## config.mk

```make
export PLATFORM = sky130hd
export DESIGN_NAME = mcf_filter
export DESIGN_NICKNAME = d
export VERILOG_FILES = /design/src/rtl/mcf_pkg.sv /design/src/rtl/mcf_hdr_parser.sv /design/src/rtl/mcf_classifier.sv /design/src/rtl/mcf_stat_counter.sv /design/src/rtl/mcf_filter.sv
export SDC_FILE = /design/constraint.sdc
export NUM_CORES = 1
export LEC_CHECK = 0
export BUFFER_PORTS_ARGS = -buffer_cell sky130_fd_sc_hd__clkbuf_2
export CAP_MARGIN = 30
export CORE_MARGIN = 1.5
export CORE_UTILIZATION = 50
export DETAILED_ROUTE_END_ITERATION = 8
export GPL_ROUTABILITY_DRIVEN = 0
export PLACE_DENSITY = 0.77
export SYNTH_ARGS = -nofsm -noshare
export SYNTH_HDL_FRONTEND = slang
export SYNTH_HIERARCHICAL = 1
export SYNTH_SLANG_ARGS = --single-unit
```

## constraint.sdc

```tcl
create_clock -name clk -period 5.69 [get_ports clk]
set_clock_uncertainty 0.05 [all_clocks]
set_input_delay 0.569 -clock clk [delete_from_list [all_inputs] [get_ports clk]]
set_output_delay 0.569 -clock clk [all_outputs]
set_load 0.01 [all_outputs]
```

## src/rtl/mcf_pkg.sv

```systemverilog
package mcf_pkg;

    localparam int HDR_BYTES = 18;
    localparam int IDX_W     = $clog2(HDR_BYTES + 1);

    localparam int OFS_TYPE  = 12;
    localparam int OFS_OPC   = 14;
    localparam int OFS_QNT   = 16;

    localparam logic [15:0] ETYPE_MAC_CTRL = 16'h8808;
    localparam logic [15:0] OPC_PAUSE      = 16'h0001;

    localparam int NUM_CNT   = 3;
    localparam int CNT_CTRL  = 0;
    localparam int CNT_UNSUP = 1;
    localparam int CNT_PAUSE = 2;

    typedef struct packed {
        logic [15:0] etype;
        logic [15:0] opcode;
        logic [15:0] quanta;
        logic        opc_seen;
    } hdr_t;

    typedef enum logic [1:0] {
        FR_NORMAL     = 2'd0,
        FR_PAUSE      = 2'd1,
        FR_CTRL_OTHER = 2'd2
    } frame_kind_e;

    typedef struct packed {
        logic        valid;
        logic        drop;
        logic        pause;
        logic [15:0] quanta;
    } verdict_t;

    function automatic hdr_t hdr_insert(hdr_t h, logic [IDX_W-1:0] pos, logic [7:0] b);
        hdr_t r;
        r = h;
        case (int'(pos))
            OFS_TYPE:     r.etype[15:8]  = b;
            OFS_TYPE + 1: r.etype[7:0]   = b;
            OFS_OPC:      r.opcode[15:8] = b;
            OFS_OPC + 1: begin
                r.opcode[7:0] = b;
                r.opc_seen    = 1'b1;
            end
            OFS_QNT:      r.quanta[15:8] = b;
            OFS_QNT + 1:  r.quanta[7:0]  = b;
            default:      r = h;
        endcase
        return r;
    endfunction

    function automatic frame_kind_e classify(hdr_t h);
        if (!h.opc_seen || h.etype != ETYPE_MAC_CTRL)
            return FR_NORMAL;
        else if (h.opcode == OPC_PAUSE)
            return FR_PAUSE;
        else
            return FR_CTRL_OTHER;
    endfunction

endpackage

```

## src/rtl/mcf_hdr_parser.sv

```systemverilog
module mcf_hdr_parser
    import mcf_pkg::*;
(
    input  logic       clk,
    input  logic       rst,
    input  logic       in_valid,
    input  logic       in_sof,
    input  logic       in_eof,
    input  logic [7:0] in_data,
    output logic       frame_end,
    output hdr_t       hdr_now
);

    logic [IDX_W-1:0] idx_q;
    logic [IDX_W-1:0] pos;
    logic [IDX_W-1:0] pos_inc;
    hdr_t             hdr_q;
    hdr_t             base;

    always_comb begin
        pos       = in_sof ? '0 : idx_q;
        base      = in_sof ? '0 : hdr_q;
        hdr_now   = hdr_insert(base, pos, in_data);
        pos_inc   = (pos == IDX_W'(HDR_BYTES)) ? pos : pos + 1'b1;
        frame_end = in_valid && in_eof;
    end

    always_ff @(posedge clk) begin
        if (rst) begin
            idx_q <= '0;
            hdr_q <= '0;
        end else if (in_valid) begin
            if (in_eof) begin
                idx_q <= '0;
                hdr_q <= '0;
            end else begin
                idx_q <= pos_inc;
                hdr_q <= hdr_now;
            end
        end
    end

    // a start byte places the parser on byte 1 for the following beat
    a_r13_sof_restart: assert property (@(posedge clk) disable iff (rst)
        (in_valid && in_sof && !in_eof) |=> (idx_q == IDX_W'(1)));

    // idle beats leave the byte position untouched
    a_r13_idle_hold: assert property (@(posedge clk) disable iff (rst)
        !in_valid |=> $stable(idx_q));

    // after an end byte the next frame starts from zero
    a_r13_eof_rewind: assert property (@(posedge clk) disable iff (rst)
        (in_valid && in_eof) |=> (idx_q == '0));

endmodule

```

## src/rtl/mcf_classifier.sv

```systemverilog
module mcf_classifier
    import mcf_pkg::*;
(
    input  logic               clk,
    input  logic               rst,
    input  logic               frame_end,
    input  hdr_t               hdr_now,
    output verdict_t           verdict,
    output logic [NUM_CNT-1:0] inc_vec
);

    frame_kind_e kind;
    verdict_t    verdict_q;

    always_comb begin
        kind               = classify(hdr_now);
        inc_vec            = '0;
        inc_vec[CNT_CTRL]  = frame_end && (kind != FR_NORMAL);
        inc_vec[CNT_UNSUP] = frame_end && (kind == FR_CTRL_OTHER);
        inc_vec[CNT_PAUSE] = frame_end && (kind == FR_PAUSE);
    end

    always_ff @(posedge clk) begin
        if (rst) begin
            verdict_q <= '0;
        end else begin
            verdict_q.valid <= frame_end;
            verdict_q.drop  <= frame_end && (kind == FR_PAUSE);
            verdict_q.pause <= frame_end && (kind == FR_PAUSE);
            if (frame_end && kind == FR_PAUSE)
                verdict_q.quanta <= hdr_now.quanta;
        end
    end

    assign verdict = verdict_q;

    // a forwarded frame never carries a pause request
    a_r4_forward_no_pause: assert property (@(posedge clk) disable iff (rst)
        (verdict_q.valid && !verdict_q.drop) |-> !verdict_q.pause);

    // every unsupported or PAUSE count goes with a control count
    a_r7_ctrl_covers: assert property (@(posedge clk) disable iff (rst)
        (inc_vec[CNT_UNSUP] || inc_vec[CNT_PAUSE]) |-> inc_vec[CNT_CTRL]);

    // unsupported and PAUSE never counted together
    a_r8_exclusive: assert property (@(posedge clk) disable iff (rst)
        $countones(inc_vec[CNT_PAUSE:CNT_UNSUP]) <= 1);

endmodule

```

## src/rtl/mcf_stat_counter.sv

```systemverilog
module mcf_stat_counter #(
    parameter int W = 32
) (
    input  logic         clk,
    input  logic         rst,
    input  logic         clr,
    input  logic         inc,
    output logic [W-1:0] q
);

    always_ff @(posedge clk) begin
        if (rst || clr)
            q <= '0;
        else if (inc)
            q <= q + W'(1);
    end

    // a clear wins over a coincident increment
    a_r11_clear_wins: assert property (@(posedge clk) disable iff (rst)
        clr |=> (q == '0));

    // increments step by one and wrap naturally
    a_r10_step_wrap: assert property (@(posedge clk) disable iff (rst)
        (!clr && inc) |=> (q == $past(q) + W'(1)));

    // without clear or increment the count holds
    a_r7_hold: assert property (@(posedge clk) disable iff (rst)
        (!clr && !inc) |=> $stable(q));

endmodule

```

## src/rtl/mcf_filter.sv

```systemverilog
module mcf_filter
    import mcf_pkg::*;
#(
    parameter int CNT_W = 32
) (
    input  logic             clk,
    input  logic             rst,
    input  logic             in_valid,
    input  logic             in_sof,
    input  logic             in_eof,
    input  logic [7:0]       in_data,
    input  logic             clr_ctrl_cnt,
    input  logic             clr_unsup_cnt,
    input  logic             clr_pause_cnt,
    output logic             fwd_valid,
    output logic             fwd_drop,
    output logic             pause_req,
    output logic [15:0]      pause_quanta,
    output logic [CNT_W-1:0] ctrl_cnt,
    output logic [CNT_W-1:0] unsup_cnt,
    output logic [CNT_W-1:0] pause_cnt
);

    logic               frame_end;
    hdr_t               hdr_now;
    verdict_t           verdict;
    logic [NUM_CNT-1:0] inc_vec;
    logic [NUM_CNT-1:0] clr_vec;
    logic [CNT_W-1:0]   cnt_arr [NUM_CNT];

    mcf_hdr_parser u_parser (
        .clk       (clk),
        .rst       (rst),
        .in_valid  (in_valid),
        .in_sof    (in_sof),
        .in_eof    (in_eof),
        .in_data   (in_data),
        .frame_end (frame_end),
        .hdr_now   (hdr_now)
    );

    mcf_classifier u_class (
        .clk       (clk),
        .rst       (rst),
        .frame_end (frame_end),
        .hdr_now   (hdr_now),
        .verdict   (verdict),
        .inc_vec   (inc_vec)
    );

    always_comb begin
        clr_vec            = '0;
        clr_vec[CNT_CTRL]  = clr_ctrl_cnt;
        clr_vec[CNT_UNSUP] = clr_unsup_cnt;
        clr_vec[CNT_PAUSE] = clr_pause_cnt;
    end

    for (genvar g = 0; g < NUM_CNT; g++) begin : g_cnt
        mcf_stat_counter #(.W(CNT_W)) u_cnt (
            .clk (clk),
            .rst (rst),
            .clr (clr_vec[g]),
            .inc (inc_vec[g]),
            .q   (cnt_arr[g])
        );
    end

    assign fwd_valid    = verdict.valid;
    assign fwd_drop     = verdict.drop;
    assign pause_req    = verdict.pause;
    assign pause_quanta = verdict.quanta;
    assign ctrl_cnt     = cnt_arr[CNT_CTRL];
    assign unsup_cnt    = cnt_arr[CNT_UNSUP];
    assign pause_cnt    = cnt_arr[CNT_PAUSE];

    // a verdict only follows an accepted end byte
    a_r6_verdict_after_eof: assert property (@(posedge clk) disable iff (rst)
        fwd_valid |-> $past(in_valid && in_eof));

    // every accepted end byte yields a verdict
    a_r6_eof_gives_verdict: assert property (@(posedge clk) disable iff (rst)
        (in_valid && in_eof) |=> fwd_valid);

    // a pause request rides on a dropping verdict
    a_r3_pause_with_drop: assert property (@(posedge clk) disable iff (rst)
        pause_req |-> (fwd_valid && fwd_drop));

    // only PAUSE frames are dropped
    a_r2_drop_is_pause: assert property (@(posedge clk) disable iff (rst)
        fwd_drop |-> pause_req);

    // a PAUSE count rise coincides with a pause request
    a_r9_pause_count_pulse: assert property (@(posedge clk) disable iff (rst)
        (pause_cnt != $past(pause_cnt) && pause_cnt != '0) |-> pause_req);

endmodule

```

==> reports/metrics.cfg, run 1 <==
[outcome]
status = completed

[sta]
slew_violations = 0
fin_crit_sh_pct = 76.6
relSlewSlack_pct = 48.6
rsz0062_at_grt = false
finalCriticalPeriod_ps = 4360
max_freq_mhz = 229
finalHoldViolations = 0
finalSetupTns_ps = 0
finalSetupViolCount = 0
tightestPinTransition_ps = 768

[floorplanning]
core_area_um2 = 16700
die_area_um2 = 18100
die_h_um = 134
io_pins = 131
placementRows = 47
start_util_pct = 51.7
fp.dieW_um = 134

[detailed_routing]
via_count = 7657
top_layer = met4
wire_per_inst_um = 16.4
finalWirelength_mm = 20.8
drt_iter0_drc = 517
route.layer.met1.wl_mm = 9.95
wl_met2_mm = 9.54
firstDrtPassIters = 5
drc = 0
ant_nets = 0
wl_met3_um = 920
avgViaCountPerCell = 6.04

[worst_setup_path]
cp_top_family = simple AND/OR/NAND/NOR gates
cp_slowest_cell = or3_1
worstSetupStartpointType = input pin
crit_chain = clkbuf_2 -> inv_2 -> nand2_1 -> ha_1 -> and4b_1 -> nor2_1 -> a22o_1 -> nor4b_4 -> nand4_4 -> nor2_1 -> nand4_1 -> or3_1 -> or4_1 -> a21oi_1
crit_path_frequent_cell = nor2_1
cp_max_fo = 19
setup.worst_path.class = in -> reg
reg2reg_from = u_parser/idx_q[0]$_SDFFE_PP0P_
critPathBufInv = 2
crit_start = in_sof
arrival_ps = 4660
cp-end-kind = flop
cpPeakStageDelay_ps = 520
crit_required_ps = 5990

[clock_network]
cts_tree = done
ctsResizeCount = 0
clkTransAtPathRegs_ps = 70
clock_latency_ps = 420
htree_num_levels = 4
cts_inserted_buffers = 17
cts.hold.buffers_added = 0
clock-root-buffer = clkbuf_16
cts_buffer_depth = 2
numClockSinks = 168
post_cts_buffers = 0

[synth]
synth-main-ff-cell = dfxtp_1
ys_ff_latch = 168
synth_nets = 974
synth_edf_count = 0
yosysUniqueCellTypes = 67
yosys_warnings = 6
netlist_instances = 953
syn_area_per_cell_um2 = 9.06
yosysSeqAreaShare_pct = 39.0
syn_area_um2 = 8630
synthArstFlopShare_pct = 0

[place]
dp_hpwl_mm = 14.0
portBuffers = 130
place_inst = 1235

[final_layout]
areaGrowthSynthToFinish_pct = 12.8
final_common_cell = dfxtp_1
insertedDiodeCount = 0
nets = 1055
drive_gt1_share_pct = 22.4
stdcell_count = 1267
final_cell_mix = 168 x dfxtp_1, 130 x clkbuf_2, 76 x nand2_1

[pwr]
ir_drop_mv = 0.217
power.density_nw_per_um2 = 245
p_leak_nw = 3.53

[global_routing]
grt_pass1_wl_mm = 33.8
antenna_found_initial = 0
grt_overflow = 0
grt_usage_pct = 22.9
grt_pass1_vias = 6695
grt_max_degree = 47

[hold_path]
min_from = u_parser/hdr_q[43]$_SDFFE_PP0P_
hold_path_class = reg -> reg

[flow_run]
drv_cap = 0

## flip-flops by register name, indices dropped and copies added (netlist names)
register	cells
u_parser/hdr_q	49
u_parser/idx_q	5
u_class/verdict	18
g_cnt.u_cnt/q	96
## metal layers
| layer | vias to the layer above | GRT usage, % |
|---|---|---|
| li1 | 3753 | - |
| met3 | 28 | 4.38 |
| met5 | - | 0 |
| met1 | 3669 | 32.7 |
| met2 | 207 | 34.3 |
| met4 | 0 | 8.24 |
## stage by stage
| step | setup WS, ps | hold slack, ps | total power, W | util (%) | area, µm² |
|---|---|---|---|---|---|
| 6_report | 1330 | 405 | 0.00238 | 58.3 | 9740 |
| 5_1_grt | 997 | 405 | 0.00247 | 58.3 | 9740 |
| 2_1_floorplan | 1420 | 384 | 0.00126 | - | 8630 |
| 3_5_place_dp | 972 | 396 | 0.00129 | 54.9 | 9170 |
| 3_3_place_gp | 1100 | 389 | 0.00129 | 54.9 | 9170 |
| 4_1_cts | 1380 | 404 | 0.00240 | 58.3 | 9740 |
## synth_stat cells, types with 10 or more instances
library cell | n | area [µm²]
nand2_1 | 76 | 285
a22o_1 | 24 | 210
buf_6 | 10 | 113
buf_2 | 15 | 75.1
a21oi_1 | 73 | 365
dfxtp_1 | 168 | 3360
buf_4 | 16 | 120
xor2_1 | 27 | 236
nand4_1 | 43 | 269
or4_1 | 24 | 180
and2_1 | 12 | 75.1
nor2b_1 | 22 | 138
and4_1 | 18 | 158
nor2_1 | 53 | 199
nand3_1 | 42 | 210
o31ai_1 | 40 | 300
nand3_2 | 15 | 150
o21ai_0 | 40 | 200
or3_1 | 37 | 231
mux2i_1 | 12 | 120
clkbuf_1 | 23 | 86.3
a32o_1 | 32 | 320
## cell families after synthesis
| group | synth area share, % |
|---|---|
| and+or+nand+nor | 29.7 |
| xor gates and xnor gates | 3.65 |
| AOI/OAI and AO/OA | 18.9 |
| adders and majority gates | 0.725 |
| DFF | 39.0 |
| muxes | 2.52 |
| buffers and inverters | 5.59 |
## worst reg2reg max path, stage by stage (launching register included)
cell and delay, ps:
dfxtp_1 520, nor2b_1 200, ha_1 240, and4b_1 260, nor2_1 130, a22o_1 290
nor4b_4 340, nand4_4 300, nor2_1 510, nand4_1 220, or3_1 520, or4_1 430
a21oi_1 150
## path summary, 6_finish.rpt
path,cells after the start,slack [ps],endpoint
worst max-delay path,14,1330,g_cnt[0].u_cnt/q[29]$_SDFFE_PP0P_
worst min-delay path,1,410,u_parser/hdr_q[43]$_SDFFE_PP0P_
worst max register to register,12,1450,g_cnt[0].u_cnt/q[29]$_SDFFE_PP0P_
worst min register to register,1,410,u_parser/hdr_q[43]$_SDFFE_PP0P_
## area by class of cell
type	instances	area, µm²
Timing Repair Buffer	140	726
Clock buffer	19	453
Inverter	4	15.0
Multi-Input combinational cell	703	4790
Sequential cell	168	3360
Fill cell	1504	6960
Clock inverter	13	121
Tap cell	220	275
## report_power, final
part / leakage [nW] / internal (W) / switching [W]
clock: 0.274 / 0.000630 / 0.000490
sequential: 1.35 / 0.00118 / 0.00000228
combinational: 1.91 / 0.0000186 / 0.0000640
total: 3.53 / 0.00183 / 0.000557
(Power assumes the default switching activity.)
==> run 2: changes to the inputs <==
Clock period 5.69 ns to 4.06 ns, I/O delays scaled along.
==> run 2 against run 1 <==
Against the previous run: worst setup slack worse by 1000 ps; total power up 41%; design area increased by 1.4%; worst hold slack got worse by 160 ps; die area stayed put; global-route usage up 0.23 points; critical path depth fell by 2; sequential share of layout area fell by 0.47 points; flip-flop and latch count is the same; count of clock-buffer cells in the layout rose by 2; first-iteration DRC count is 6.0% lower; clock power rose by 41%.
==> reports/metrics.cfg, run 2 (same netlist as run 1, synthesis figures left out) <==
[sta]
slew_violations = 0
finalSetupViolCount = 0
setup_slack_ps = 294
tightestPinTransition_ps = 804
relSlewSlack_pct = 46.2
max_freq_mhz = 266
fin_crit_sh_pct = 92.8
finalCriticalPeriod_ps = 3770
finalHoldViolations = 0
finalSetupTns_ps = 0

[pwr]
power.density_nw_per_um2 = 340
switching_share_pct = 21.9
switchingPower_w = 0.000735
seq_power_share_pct = 49.2
ir_drop_mv = 0.322
intPower_w = 0.00262
p_clk_share_pct = 47.2
pwr-share-comb_pct = 3.6
p_leak_nw = 3.62

[worst_setup_path]
setup.worst_path.class = reg -> reg
regToRegSetupSlack_ps = 290
cp-end-kind = flop
crit_required_ps = 4350
cp_max_fo = 8
arrival_ps = 4060
worstSetupStartpointType = flop

[clock_network]
post_cts_buffers = 0
clock_latency_ps = 420
cts.hold.buffers_added = 0
cts_inserted_buffers = 17
htree_num_levels = 4
cts_tree = done
clkTransAtPathRegs_ps = 60
cts_buffer_depth = 2
clock-root-buffer = clkbuf_16
numClockSinks = 168

[outcome]
status = completed

[final_layout]
final_cell_mix = 168 x dfxtp_1, 130 x clkbuf_2, 76 x nand2_1
areaGrowthSynthToFinish_pct = 14.4
regMostFlops = g_cnt.u_cnt/q
fillCellCount = 1482
stdcell_count = 1280
insertedDiodeCount = 0
final_common_cell = dfxtp_1
nets = 1071
largest_register_ffs = 96
drive_gt1_share_pct = 23.9
fin_util_pct = 59.1

[detailed_routing]
finalWirelength_mm = 21.1
firstDrtPassIters = 5
drt_iter0_drc = 486
wire_per_inst_um = 16.5
via_count = 7695
ant_nets = 0
drc = 0
avgViaCountPerCell = 6.01

[floorplanning]
placementRows = 47
fp.dieW_um = 134
core_area_um2 = 16700
io_pins = 131
start_util_pct = 51.7
die_area_um2 = 18100
die_h_um = 134

[place]
dp_hpwl_mm = 14.4
dp_slack_ps = 60.1
place_inst = 1251
portBuffers = 130

[global_routing]
grt_overflow = 0
antenna_found_initial = 0
grt_pass1_vias = 6792
grt_pass1_wl_mm = 34.1
grt_max_degree = 30
grt_usage_pct = 23.1

[hold_path]
hold_path_class = in -> reg

[flow_run]
drv_cap = 0

==> run 2: cell count changes in the layout (fill, tap and decap cells not counted), moves of 2 or more <==
cell / delta
or3_4: +3
buf_4: +16
clkinvlp_4: -2
or3_1: -3
inv_6: -2
==> run 2: critical path: stages (launching register included) <==
cell	delay, ps
dfxtp_1	510
and2b_4	220
and4_1	330
buf_4	210
mux2_4	320
nor4b_4	310
and4_1	270
nand3_1	150
inv_2	160
nand4_1	150
or3_4	440
or4_1	410
a21oi_1	150
==> run 2: final cells by class <==
type,count,area [µm²],area share (%)
clock inverter,8,98.8,1.00
timing repair buffer,156,846,8.56
inverter,4,15.0,0.152
multi-input combinational,703,4810,48.7
clock buffer,21,470,4.76
sequential,168,3360,34.1
tap,220,275,2.79
==> run 2: layer usage <==
metal | global-route usage [%] | share of wire [%] | up-vias | wire, µm
met5 | 0 | 0 | - | 0
met1 | 32.4 | 48 | 3665 | 10100
li1 | - | - | 3786 | -
met2 | 35.9 | 46 | 224 | 9750
met3 | 4.80 | 5.0 | 20 | 1060
met4 | 6.81 | 1.3 | 0 | 277
==> run 2: stage by stage <==
step           instance area, µm²  hold WS [ps]  power (W)
2_1_floorplan                8640           384    0.00177
3_3_place_gp                 9290           390    0.00181
3_5_place_dp                 9290           397    0.00181
4_1_cts                      9860           230    0.00339
5_1_grt                      9880           253    0.00346
6_report                     9880           245    0.00336
==> run 2: worst paths after layout <==
path	startpoint	end	cells after the start
worst max-delay path	u_parser/idx_q[3]$_SDFFE_PP0P_	g_cnt[2].u_cnt/q[27]$_SDFFE_PP0P_	12
worst max register to register	u_parser/idx_q[3]$_SDFFE_PP0P_	g_cnt[2].u_cnt/q[27]$_SDFFE_PP0P_	12
worst min register to register	u_parser/hdr_q[46]$_SDFFE_PP0P_	u_parser/hdr_q[46]$_SDFFE_PP0P_	1
worst min-delay path	clr_unsup_cnt	g_cnt[1].u_cnt/q[31]$_SDFFE_PP0P_	3
==> run 2: repair_timing <==
item                                    CTS  global route
endpoints found under the hold margin     0             0
endpoints found under the setup margin    0            16
gates resized for setup                   0             5
==> run 2: power by group through the flow <==
stage               logic (W)  registers (W)  clock network, W
global placement     0.000119        0.00169                 0
CTS                  0.000119        0.00165           0.00162
finish               0.000121        0.00165           0.00158
floorplan           0.0000792        0.00169                 0
detailed placement   0.000119        0.00169                 0
global route         0.000131        0.00165           0.00168
==> run 3: changes to the inputs <==
Settings changed: BUFFER_PORTS_ARGS -buffer_cell sky130_fd_sc_hd__clkbuf_2 to -buffer_cell sky130_fd_sc_hd__buf_2.
==> run 3 against run 2 <==
Against the previous run: largest power group is now the clock network; flip-flop and latch count is the same; register-to-register slack got worse by 30 ps; sequential power is essentially flat; critical path type unchanged; critical endpoint is now g_cnt[1].u_cnt/q[28]$_SDFFE_PP0P_; largest cell class unchanged; count of clock-buffer cells in the layout grew 1.
==> reports/metrics.cfg, run 3 (same netlist as run 1, synthesis figures left out) <==
[hold_path]
hold_path_class = in -> reg
worstHoldPathCells = 3
min_from = clr_ctrl_cnt
min_to = g_cnt[0].u_cnt/q[31]$_SDFFE_PP0P_

[floorplanning]
io_pins = 131
start_util_pct = 51.7
fp.dieW_um = 134
core_area_um2 = 16700
die_h_um = 134
die_area_um2 = 18100
placementRows = 47

[clock_network]
clock_latency_ps = 420
post_cts_buffers = 0
cts.hold.buffers_added = 0
ctsResizeCount = 0
cts_buffer_depth = 2
clock-root-buffer = clkbuf_16
clkTransAtPathRegs_ps = 70
htree_num_levels = 4
cts_inserted_buffers = 17
numClockSinks = 168
cts_tree = done

[final_layout]
largest_register_ffs = 96
fillCellCount = 1478
final_common_cell = dfxtp_1
seq_area_um2 = 3360
final_cell_mix = 167 x dfxtp_1, 130 x buf_2, 76 x nand2_1
nets = 1069
multiInputGateArea_um2 = 4800
areaGrowthSynthToFinish_pct = 14.9
insertedDiodeCount = 0
regMostFlops = g_cnt.u_cnt/q
drive_gt1_share_pct = 23.8

[sta]
rsz0062_at_grt = false
finalSetupTns_ps = 0
setup_slack_ps = 268
relSlewSlack_pct = 46.1
finalHoldViolations = 0
max_freq_mhz = 264
hold_ws_ps = 250
fin_crit_sh_pct = 93.4
finalSetupViolCount = 0
slew_violations = 0
tightestPinTransition_ps = 805
finalCriticalPeriod_ps = 3790

[flow_run]
drv_cap = 0

[worst_setup_path]
setup.worst_path.class = reg -> reg
arrival_ps = 4090
cp-end-kind = flop
worstSetupStartpointType = flop
cp_max_fo = 16
rr_worst_depth = 14
regToRegSetupSlack_ps = 270
r2r-end = g_cnt[1].u_cnt/q[28]$_SDFFE_PP0P_
crit_required_ps = 4360
reg2reg_from = u_parser/idx_q[0]$_SDFFE_PP0P_

[detailed_routing]
drc = 0
avgViaCountPerCell = 6.02
wire_per_inst_um = 16.4
via_count = 7718
ant_nets = 0
firstDrtPassIters = 5
drt_iter0_drc = 479
finalWirelength_mm = 21.1

[global_routing]
antenna_found_initial = 0
grt_pass1_vias = 6672
grt_usage_pct = 23.1
grt_pass1_wl_mm = 34.3
grt_overflow = 0
grt_max_degree = 38

[outcome]
status = completed

[pwr]
p_leak_nw = 3.74
power.density_nw_per_um2 = 355
ir_drop_mv = 0.302

[place]
dp_hpwl_mm = 14.5
portBuffers = 130
dp_slack_ps = 133

run 3: cell types whose count changed in the layout (fill, tap and decap cells not counted), moves of 2 or more:
cell	previous run	this run
buf_2	0	130
buf_4	26	24
bufinv_16	2	4
clkbuf_2	130	0
clkinv_2	3	1
or3_1	34	37
or3_4	3	0
run 3: how the worst max path moves through the flow:
stage / cells after the start / endpoint / startpoint / slack (ps)
floorplan: 19 / g_cnt[2].u_cnt/q[28]$_SDFFE_PP0P_ / in_sof / 60
global placement: 14 / g_cnt[2].u_cnt/q[29]$_SDFFE_PP0P_ / in_sof / 230
detailed placement: 16 / g_cnt[1].u_cnt/q[29]$_SDFFE_PP0P_ / in_sof / 130
CTS: 13 / g_cnt[2].u_cnt/q[29]$_SDFFE_PP0P_ / u_parser/idx_q[0]$_SDFFE_PP0P_ / 160
global route: 13 / g_cnt[2].u_cnt/q[29]$_SDFFE_PP0P_ / u_parser/idx_q[0]$_SDFFE_PP0P_ / 20
finish: 14 / g_cnt[1].u_cnt/q[28]$_SDFFE_PP0P_ / u_parser/idx_q[0]$_SDFFE_PP0P_ / 270
run 3: layout make-up:
type | instances | area share, %
clock buffers | 22 | 4.78
multi-input cells | 703 | 48.3
inverters | 4 | 0.151
repair buffers | 154 | 8.37
well taps | 220 | 2.77
flip-flops and latches | 168 | 33.9
clock inverters | 10 | 1.68
run 3: layer usage:
| layer | GRT usage, % | routed length, µm |
|---|---|---|
| met3 | 4.31 | 1280 |
| met1 | 33.5 | 9940 |
| met4 | 5.56 | 219 |
| met2 | 35.6 | 9630 |
| met5 | 0 | 0 |
run 3: where the power goes:
group	internal [W]	switching [W]	total, W	leakage (nW)
Clock	0.00108	0.000673	0.00176	0.307
Sequential	0.00165	0.00000293	0.00165	1.35
Combinational	0.0000287	0.0000903	0.000119	2.08
run 3: worst max-delay path, cell delays in order (launching register included):
cell and delay [ps]:
dfxtp_2 380, and4b_1 230, and2_1 160, ha_1 280, or3b_1 400, nand2_1 90
nor4_2 60, and4_1 260, buf_4 210, nor3_1 220, buf_4 190, nand3_2 140
or3_1 430, or4_1 470, a21oi_1 150
run 3: metrics by stage:
| step | instances | total power [W] | utilization (%) | cell area [µm²] |
|---|---|---|---|---|
| after floorplan | 953 | 0.00177 | - | 8640 |
| after global placement | 1249 | 0.00181 | 55.5 | 9280 |
| after detailed placement | 1249 | 0.00181 | 55.5 | 9280 |
| after CTS | 1281 | 0.00356 | 59.4 | 9920 |
| after global routing | 1281 | 0.00364 | 59.4 | 9920 |
| final | 1281 | 0.00353 | 59.4 | 9920 |
